[src/rtl/pgt_pkg.sv]
package pgt_pkg;

  // Which rule produced the grant of the current slot.
  typedef enum logic [2:0] {
    SRC_IDLE   = 3'd0,
    SRC_STICKY = 3'd1,
    SRC_HOT    = 3'd2,
    SRC_KEEP   = 3'd3,
    SRC_ANY    = 3'd4
  } grant_src_e;

endpackage

[src/rtl/pgt_qstate.sv]
// Occupancy counter and rotation pointer of one virtual output queue.
module pgt_qstate #(
  parameter int NQ = 4,
  parameter int IW = 2,
  parameter int CW = 5
) (
  input  logic          clk,
  input  logic          rst_n,
  input  logic          inc_i,
  input  logic          dec_i,
  input  logic [IW-1:0] conn_i,
  output logic [CW-1:0] cnt_o,
  output logic [IW-1:0] ptr_o
);

  logic [CW-1:0] cnt_d;
  logic [IW-1:0] ptr_d;
  logic          upd;

  assign upd = inc_i | dec_i;

  always_comb begin
    cnt_d = cnt_o;
    if (inc_i && !dec_i) begin
      cnt_d = cnt_o + CW'(1);
    end else if (dec_i && !inc_i) begin
      cnt_d = cnt_o - CW'(1);
    end
  end

  // Power-of-two NQ: the IW-bit add wraps modulo NQ.
  always_comb begin
    ptr_d = ptr_o;
    if (dec_i) begin
      ptr_d = conn_i + IW'(1);
    end
  end

  always_ff @(posedge clk or negedge rst_n) begin
    if (!rst_n) begin
      cnt_o <= '0;
      ptr_o <= '0;
    end else if (upd) begin
      cnt_o <= cnt_d;
      ptr_o <= ptr_d;
    end
  end

endmodule

[src/rtl/pgt_rr_pick.sv]
// Rotating priority scan: first set request at or above start, with wrap.
module pgt_rr_pick #(
  parameter int NQ = 4,
  parameter int IW = 2
) (
  input  logic [NQ-1:0] req_i,
  input  logic [IW-1:0] start_i,
  output logic          found_o,
  output logic [IW-1:0] idx_o
);

  logic [IW-1:0] cand;

  always_comb begin
    found_o = 1'b0;
    idx_o   = start_i;
    cand    = start_i;
    for (int o = 0; o < NQ; o++) begin
      cand = start_i + IW'(o);
      if (!found_o && req_i[cand]) begin
        found_o = 1'b1;
        idx_o   = cand;
      end
    end
  end

endmodule

[src/rtl/pgt_thresh.sv]
// Congestion threshold: fixed NQ, or total count divided by NQ.
module pgt_thresh #(
  parameter int NQ = 4,
  parameter int IW = 2,
  parameter int CW = 5
) (
  input  logic          mode_dyn_i,
  input  logic [CW-1:0] total_i,
  output logic [CW-1:0] th_o
);

  localparam logic [CW-1:0] FIXED_TH = CW'(NQ);

  always_comb begin
    if (mode_dyn_i) begin
      th_o = total_i >> IW;
    end else begin
      th_o = FIXED_TH;
    end
  end

endmodule

[src/rtl/pgt_voq_sched.sv]
module pgt_voq_sched #(
  parameter int NQ = 4,
  localparam int IW = (NQ > 1) ? $clog2(NQ) : 1,
  localparam int CAP = NQ * NQ,
  localparam int CW = $clog2(CAP + 1)
) (
  input  logic          clk,
  input  logic          rst_n,
  input  logic          mode_dyn,
  input  logic          arr_vld,
  input  logic [IW-1:0] arr_dst,
  input  logic [IW-1:0] conn_port,
  output logic          grant_vld,
  output logic [IW-1:0] grant_q
);

  import pgt_pkg::*;

  logic [NQ-1:0][CW-1:0] cnt_q;
  logic [NQ-1:0][IW-1:0] ptr_q;
  logic [NQ-1:0]         elig;
  logic [NQ-1:0]         hot;
  logic [NQ-1:0]         inc;
  logic [NQ-1:0]         dec;
  logic [CW-1:0]         th;
  logic [CW-1:0]         tot_q;
  logic [CW-1:0]         tot_d;
  logic [IW-1:0]         last_q;
  logic [IW-1:0]         last_d;
  logic                  acc;
  logic                  hot_found;
  logic [IW-1:0]         hot_idx;
  logic                  any_found;
  logic [IW-1:0]         any_idx;
  grant_src_e            src;

  // Per-queue state
  for (genvar k = 0; k < NQ; k++) begin : g_q
    assign inc[k]  = acc && (arr_dst == IW'(k));
    assign dec[k]  = grant_vld && (grant_q == IW'(k));
    assign elig[k] = (ptr_q[k] == conn_port) && (cnt_q[k] != '0);
    assign hot[k]  = elig[k] && (cnt_q[k] >= th);

    pgt_qstate #(.NQ(NQ), .IW(IW), .CW(CW)) u_qs (
      .clk    (clk),
      .rst_n  (rst_n),
      .inc_i  (inc[k]),
      .dec_i  (dec[k]),
      .conn_i (conn_port),
      .cnt_o  (cnt_q[k]),
      .ptr_o  (ptr_q[k])
    );
  end

  pgt_thresh #(.NQ(NQ), .IW(IW), .CW(CW)) u_th (
    .mode_dyn_i (mode_dyn),
    .total_i    (tot_q),
    .th_o       (th)
  );

  pgt_rr_pick #(.NQ(NQ), .IW(IW)) u_pick_hot (
    .req_i   (hot),
    .start_i (last_q),
    .found_o (hot_found),
    .idx_o   (hot_idx)
  );

  pgt_rr_pick #(.NQ(NQ), .IW(IW)) u_pick_any (
    .req_i   (elig),
    .start_i (last_q),
    .found_o (any_found),
    .idx_o   (any_idx)
  );

  // Rule ladder of the arbiter
  always_comb begin
    if (hot[last_q]) begin
      src = SRC_STICKY;
    end else if (hot_found) begin
      src = SRC_HOT;
    end else if (elig[last_q]) begin
      src = SRC_KEEP;
    end else if (any_found) begin
      src = SRC_ANY;
    end else begin
      src = SRC_IDLE;
    end
  end

  always_comb begin
    grant_vld = 1'b1;
    grant_q   = last_q;
    unique case (src)
      SRC_STICKY: grant_q = last_q;
      SRC_HOT:    grant_q = hot_idx;
      SRC_KEEP:   grant_q = last_q;
      SRC_ANY:    grant_q = any_idx;
      default: begin
        grant_vld = 1'b0;
        grant_q   = last_q;
      end
    endcase
  end

  // Admission and total occupancy
  assign acc = arr_vld && ((tot_q != CW'(CAP)) || grant_vld);

  always_comb begin
    tot_d = tot_q;
    if (acc && !grant_vld) begin
      tot_d = tot_q + CW'(1);
    end else if (grant_vld && !acc) begin
      tot_d = tot_q - CW'(1);
    end
  end

  assign last_d = grant_vld ? grant_q : last_q;

  always_ff @(posedge clk or negedge rst_n) begin
    if (!rst_n) begin
      tot_q <= '0;
    end else if (acc ^ grant_vld) begin
      tot_q <= tot_d;
    end
  end

  always_ff @(posedge clk or negedge rst_n) begin
    if (!rst_n) begin
      last_q <= '0;
    end else if (grant_vld) begin
      last_q <= last_d;
    end
  end

endmodule

[config.mk]
export PLATFORM = sky130hd
export DESIGN_NAME = pgt_voq_sched
export DESIGN_NICKNAME = d
export VERILOG_FILES = /design/src/rtl/pgt_pkg.sv /design/src/rtl/pgt_qstate.sv /design/src/rtl/pgt_rr_pick.sv /design/src/rtl/pgt_thresh.sv /design/src/rtl/pgt_voq_sched.sv
export SDC_FILE = /design/constraint.sdc
export NUM_CORES = 1
export LEC_CHECK = 0
export CORE_UTILIZATION = 64
export CTS_CLUSTER_DIAMETER = 100
export DETAILED_ROUTE_END_ITERATION = 16
export PLACE_DENSITY = 0.83
export SYNTH_ARGS = -nofsm -noshare
export SYNTH_HDL_FRONTEND = slang
export SYNTH_SLANG_ARGS = --single-unit
[constraint.sdc]
create_clock -name clk -period 6.5 [get_ports clk]
set_input_delay 1.3 -clock clk [delete_from_list [all_inputs] [get_ports clk]]
set_output_delay 1.3 -clock clk [all_outputs]
set_load 0.05 [all_outputs]
# [Yosys cells after proc, flatten, opt, wreduce, memory -nomap -nowiden]
# Index checks and enable logic that the tools add are counted.
[word_totals] register_bits=35 latchBits=0 ramBits=0 mem_bits_ro=0 input_bits=8 output_inout_bits=3 wordCells=170 n_memories=0
[op_classes] add_sub_neg=14 mul=0 div=0 magnitude_cmp=8 n_eq_ne=15 n_shift=0 n_mux=47 bitwise_logic=5 reduce_logical=71
[ops] cell="$mux W5" count=10
[ops] cell="$logic_and A1 B1 Y1" count=33
[ops] cell="$add A5 B1 Y5 const B" count=5
[ops] cell="$sub A5 B1 Y5 const B" count=5
[ops] cell="$ge A5 B5 Y1" count=4
[ops] cell="$reduce_bool A5 Y1" count=4
[ops] cell="$reduce_and A2 Y1" count=9
[ops] cell="$mux W1" count=17
[ops] cell="$bmux W1 S2" count=8
[ops] cell="$logic_not A1 Y1" count=16
[ops] cell="$mux W3" count=5
[ops] cell="$lt A2 B3 Y1 const B" count=4
[ops] cell="$mux W2" count=6
[ops] cell="$reduce_bool A2 Y1" count=5
[ops] cell="$eq A2 B2 Y1" count=4
[ops] cell="$eq A2 B2 Y1 const B" count=4
[ops] cell="$eq A3 B2 Y1 const B" count=2
[ops] cell="$ne A5 B5 Y1 const B" count=1
[ops] cell="$add A2 B1 Y2 const B" count=2
[ops] cell="$add A2 B2 Y2 const B" count=2
[ops] cell="$eq A2 B1 Y1 const B" count=2
[ops] cell="$logic_not A2 Y1" count=2
[ops] cell="$or A1 B1 Y1" count=4
[ops] cell="$pmux W2 S2" count=1
[ops] cell="5 further kinds" count=5

# [Logic depth before layout (Yosys ltp)]
[depth] depth_word=28 depth_mapped=19 depth_no_buf=19

# [Hierarchy]
# Synthesis repeated with hierarchy kept, for this count alone.
[hier_totals] cells_unflattened=376 hier_area_um2=3367.0
[by_module_without_submodules] module="pgt_qstate" instances=4 cells_each=50 area_each_um2=488.0 seq_area_each_um2=175.2
[by_module_without_submodules] module="pgt_voq_sched" instances=1 cells_each=138 area_each_um2=1184.9 seq_area_each_um2=175.2
[by_module_without_submodules] module="pgt_rr_pick" instances=2 cells_each=16 area_each_um2=96.3 seq_area_each_um2=0.0
[by_module_without_submodules] module="pgt_thresh" instances=1 cells_each=6 area_each_um2=37.5 seq_area_each_um2=0.0

# [Least setup slack after synthesis]
# No wires, ideal clock.
[synth_path] kind="input -> register" startpoint="input mode_dyn" endpoint="register g_q[0].u_qs.cnt_o[4]" setup_time_ns=0.123 arrival_time_ns=5.176 t_required_ns=6.377 setup_slack_ns=1.202 stages=19 path_buffers=0 path_cell_list="and2_1 -> ha_1 -> nand2b_1 -> a2111oi_2 -> nor4_2 -> nor3_1 -> o21ai_2 -> nand2_1 -> a21oi_4 -> inv_1 -> or3_2 -> ha_1 -> inv_1 -> ha_1 -> a21o_1 -> a21oi_1 -> xnor2_1 -> nand2_1 -> xnor2_1"
[synth_via] word_cells_on_any_way=52 classes_between="order compare: 4; eq/ne: 4; mux: 21; bitwise: 1; reduce/logical: 22"
[synth_rtl] element="start: declaration" line_no="pgt_voq_sched.sv:9" text="input logic mode_dyn,"
[synth_rtl] element="$mux W3 (*)" line_no="pgt_thresh.sv:15" text="if (mode_dyn_i) begin"
[synth_rtl] element="$ge A5 B5 Y1" line_no="pgt_voq_sched.sv:42" text="assign hot[k] = elig[k] && (cnt_q[k] >= th);"
[synth_rtl] element="$logic_and A1 B1 Y1" line_no="pgt_voq_sched.sv:42"
[synth_rtl] element="$bmux W1 S2" line_no="pgt_rr_pick.sv:20, pgt_voq_sched.sv:77"
[synth_rtl] element="$mux W1 (implied by the code)" line_no="pgt_rr_pick.sv:20, pgt_voq_sched.sv:77"
[synth_rtl] element="$mux W1" line_no="pgt_rr_pick.sv:20" text="if (!found_o && req_i[cand]) begin"
[synth_rtl] element="$logic_not A1 Y1" line_no="pgt_rr_pick.sv:20"
[synth_rtl] element="$logic_and A1 B1 Y1" line_no="pgt_rr_pick.sv:20"
[synth_rtl] element="[... 10 more ...]"
[synth_rtl] element="$pmux W2 S2 (*)" line_no="pgt_voq_sched.sv:93" text="unique case (src)"
[synth_rtl] element="net grant_q[0]" line_no="pgt_voq_sched.sv:14" text="output logic [IW-1:0] grant_q"
[synth_rtl] element="$logic_not A2 Y1 (*)" line_no="pgt_voq_sched.sv:40" text="assign dec[k] = grant_vld && (grant_q == IW'(k));"
[synth_rtl] element="$logic_and A1 B1 Y1 (*)" line_no="pgt_voq_sched.sv:40"
[synth_rtl] element="$logic_not A1 Y1" line_no="pgt_qstate.sv:24" text="if (inc_i && !dec_i) begin"
[synth_rtl] element="$logic_and A1 B1 Y1" line_no="pgt_qstate.sv:24"
[synth_rtl] element="$reduce_bool A2 Y1 (no source line)"
[synth_rtl] element="$reduce_and A2 Y1 (no source line)"
[synth_rtl] element="end signal: assignment" line_no="pgt_qstate.sv:44" text="cnt_o <= cnt_d;"
[synth_rtl] element="end: declaration" line_no="pgt_qstate.sv:12" text="output logic [CW-1:0] cnt_o,"
# Mark *: on every way through the listed nets, which the timed path passes. The rest lies on a longest branch. The select of a mux whose other input is x is not followed.
# A chain may end at the register's enable or synchronous reset.

# [Worst setup path in the final report]
[layout_path] startpoint="input mode_dyn" endpoint="output grant_q[1]"
[layout_via] elab_chain_len=19 word_cells_on_any_way=35 classes_between="order compare: 4; eq/ne: 2; mux: 19; reduce/logical: 10"
[layout_rtl] element="$mux W3 (*)" line_no="pgt_thresh.sv:15"
[layout_rtl] element="$ge A5 B5 Y1" line_no="pgt_voq_sched.sv:42"
[layout_rtl] element="$logic_and A1 B1 Y1" line_no="pgt_voq_sched.sv:42"
[layout_rtl] element="$bmux W1 S2" line_no="pgt_rr_pick.sv:20, pgt_voq_sched.sv:77"
[layout_rtl] element="$mux W1 (implied by the code)" line_no="pgt_rr_pick.sv:20, pgt_voq_sched.sv:77"
[layout_rtl] element="$mux W1" line_no="pgt_rr_pick.sv:20"
[layout_rtl] element="$logic_not A1 Y1" line_no="pgt_rr_pick.sv:20"
[layout_rtl] element="$logic_and A1 B1 Y1" line_no="pgt_rr_pick.sv:20"
[layout_rtl] element="[... 3 more ...]"
[layout_rtl] element="$mux W1" line_no="pgt_rr_pick.sv:20"
[layout_rtl] element="$logic_not A1 Y1" line_no="pgt_rr_pick.sv:20"
[layout_rtl] element="$logic_and A1 B1 Y1" line_no="pgt_rr_pick.sv:20"
[layout_rtl] element="$mux W1" line_no="pgt_rr_pick.sv:20"
[layout_rtl] element="$mux W3" line_no="pgt_voq_sched.sv:79" text="end else if (hot_found) begin"
[layout_rtl] element="$mux W3" line_no="pgt_voq_sched.sv:77" text="if (hot[last_q]) begin"
[layout_rtl] element="$eq A3 B3 Y1 or $eq A3 B2 Y1 (tied branches)" line_no="pgt_voq_sched.sv:93"
[layout_rtl] element="$pmux W2 S2 (*)" line_no="pgt_voq_sched.sv:93"
[layout_rtl] element="end: declaration" line_no="pgt_voq_sched.sv:14"
# Every way passes the cells marked *; elsewhere a longest branch is shown, timed or not. The select of a mux whose other input is x is not followed.

==> results.cfg <==
[synth]
synth-adder-area-share_pct = 16.2
synth_edf_count = 0
synth.distinct_cells = 61
synth-seq-cells = 35
syn_avg_cell_area_um2 = 10.4
ys_warn_count = 0
synth_compound_area_share_pct = 17.8
synth_xor_area_share_pct = 10.7
synth_top_family_by_area = compound AO/OA/AOI/OAI gates
yosysMostFrequentCell = dfrtp_1
synthesis.area_mm2 = 0.00309
synthSimpleGateAreaFrac_pct = 14.4
synthTopCellsByArea = dfrtp_1 28%, ha_1 13%, xnor2_1 6.2%
syn_nets = 343
ys_seq_area_share_pct = 28.4
ys.flop_type = dfrtp_1
synthArstFlopShare_pct = 100
yosysTopAreaCellShare_pct = 28.4
synth_mux_area_share_pct = 7.54
yosysTopAreaCell = dfrtp_1
synthCells = 298
synth_commonest_cells = 35 x dfrtp_1, 32 x ha_1, 24 x inv_1

[critical_path]
critPathCaptureType = primary output
arrival_ns = 4.62
r2r_end = g_q[0].u_qs.cnt_o[4]
r2r_slack_ns = 1.75
rr_worst_depth = 18
crit_required_ns = 5.20
startpoint_type = input pin
worstPathMaxFanout = 9
criticalPathCategory = input pin to primary output
crit-reg2reg-launch = tot_q[2]

[clock_network]
cts_hold_buf = 0
path_clk_slew_ns = 0.07
post_cts_buffers = 0
cts_buffer_depth = 2
worstSkewPairLatency_ns = 0.30
cts.sinks = 35
cts_resized = 0
cts_tree = yes
h-tree-depth = 2
cts_root_buffer = clkbuf_8
numCtsBuffers = 5

[sta]
drv_slew = 0
worst_pin_slew_ns = 0.602
fmax_mhz = 169
whs_ns = 0.489
post-route-period-util_pct = 91.1
clock_skew_ns = 0.00901
hold_viol = 0
min_period_ns = 5.92
setup_viol = 0
postLayoutSetupSlackWorst_ns = 0.576
slew_headroom_pct = 59.8
final.setup.tns_ns = 0
rsz0062_at_grt = false

[route]
firstDrtPassIters = 4
via_per_inst = 6.15
first_iter_violations = 171
vias = 2221
ant_nets = 0
finalWirelength_um = 6000
wl_per_cell_um = 16.6
drcViolationCount = 0

[worst_hold_path]
hp-start = g_q[3].u_qs.cnt_o[4]
worstHoldPathCells = 1
hold_end = g_q[3].u_qs.cnt_o[4]
hold_path.class = flip-flop to flip-flop

[place]
dp.final_hpwl_um = 4580
pre_cts_ws_ns = 0.373
io_buffers = 10
gp_congestion = 0.867

[die]
rows = 24
pin_count = 11
die_h_um = 71.4
initial_utilization_pct = 68.5
dieArea_mm2 = 0.00510
die_w_um = 71.4
core_mm2 = 0.00450

[final_layout]
multiInputGateArea_mm2 = 0.00206
seqCellArea_um2 = 876
fillers = 316
syn2layout_area_growth_pct = 8.80
drive_gt1_share_pct = 18.1
n_antenna_cell = 0
nNetsFinal = 353

[global_routing]
antenna_found_initial = 0
grt_max_degree = 36
grt_usage_pct = 27.4
grt_pass1_wl_um = 10800
grt_pass1_vias = 2317
grt_overflow_total = 0

[flow_run]
cap_viol_max_count = 0

[run_status]
status = finished, final reports clean
## routing by layer
metal  GRT usage (%)  vias up  part of all wire, %
met5               0        -                    0
met4            11.3        0                  2.7
met3            4.92       18                  4.5
met2            43.8       50                   46
met1            36.8     1075                   47
li1                -     1078                    -
## cells in the final DEF, fill, tap and decap left out, drive strengths merged, types with 2 or more instances in the layout
master	netlist	routed
a21boi	2	2
inv	24	25
or4b	2	2
ha	32	32
o311a	3	3
nand2	14	14
clkbuf	7	6
xor2	9	9
dfrtp	35	35
nor3	12	12
a211oi	5	5
nor2	11	11
nand3	3	3
nand2b	7	7
mux2i	7	7
mux2	13	13
a2111oi	6	6
and2	2	2
nor2b	2	2
xnor2	25	25
fa	5	5
or2	6	6
o311ai	5	5
a21o	11	11
a21oi	20	20
buf	5	7
nor4	3	3
or3	5	5
o21ai	9	9
clkdlybuf4s50	0	8
## state kept, by name, summed over array words and instances (netlist names)
| signal | count |
|---|---|
| last_q | 2 |
| tot_q | 5 |
| g_q.u_qs.cnt_o | 20 |
| g_q.u_qs.ptr_o | 8 |
## worst max path at each step
| stage | to | from |
|---|---|---|
| 2_1_floorplan | g_q[0].u_qs.cnt_o[4] | mode_dyn |
| 3_3_place_gp | g_q[1].u_qs.cnt_o[4] | mode_dyn |
| 3_5_place_dp | g_q[0].u_qs.cnt_o[4] | mode_dyn |
| 4_1_cts | grant_q[1] | mode_dyn |
| 5_1_grt | g_q[1].u_qs.cnt_o[4] | mode_dyn |
| 6_report | grant_q[1] | mode_dyn |
## stage by stage
step	instances	utilization [%]	instance area [um^2]
2_1_floorplan	298	-	3090
3_3_place_gp	353	71.8	3240
3_5_place_dp	353	71.8	3240
4_1_cts	361	74.5	3360
5_1_grt	361	74.5	3360
6_report	361	74.5	3360
## final cells by class
class | instances | area share, %
clock buffers | 6 | 2.46
clock inverters | 2 | 1.16
inverters | 24 | 2.68
multi-input cells | 227 | 61.3
flip-flops and latches | 35 | 26.1
well taps | 52 | 1.94
repair buffers | 15 | 4.32
## kinds of logic (layout without fill, tap and decap cells)
logic type / after synthesis / count (layout)
xor+xnor: 34 / 34
fa+ha+maj: 37 / 37
buf+inv: 36 / 47
simple gates: 70 / 70
flops: 35 / 35
mux: 20 / 20
compound gates: 66 / 66
## critical path, cell delays in order
cell             delay [ns]
clkdlybuf4s50_1        0.50
and2_1                 0.29
ha_1                   0.28
nand2b_1               0.15
a2111oi_0              0.41
o2bb2ai_1              0.28
a2111oi_4              0.44
a21oi_2                0.10
a21oi_4                0.23
mux2i_4                0.45
buf_12                 0.19
Power is not shown: default switching activity piles up to over one toggle a cycle in this logic, so the estimate is an artifact.
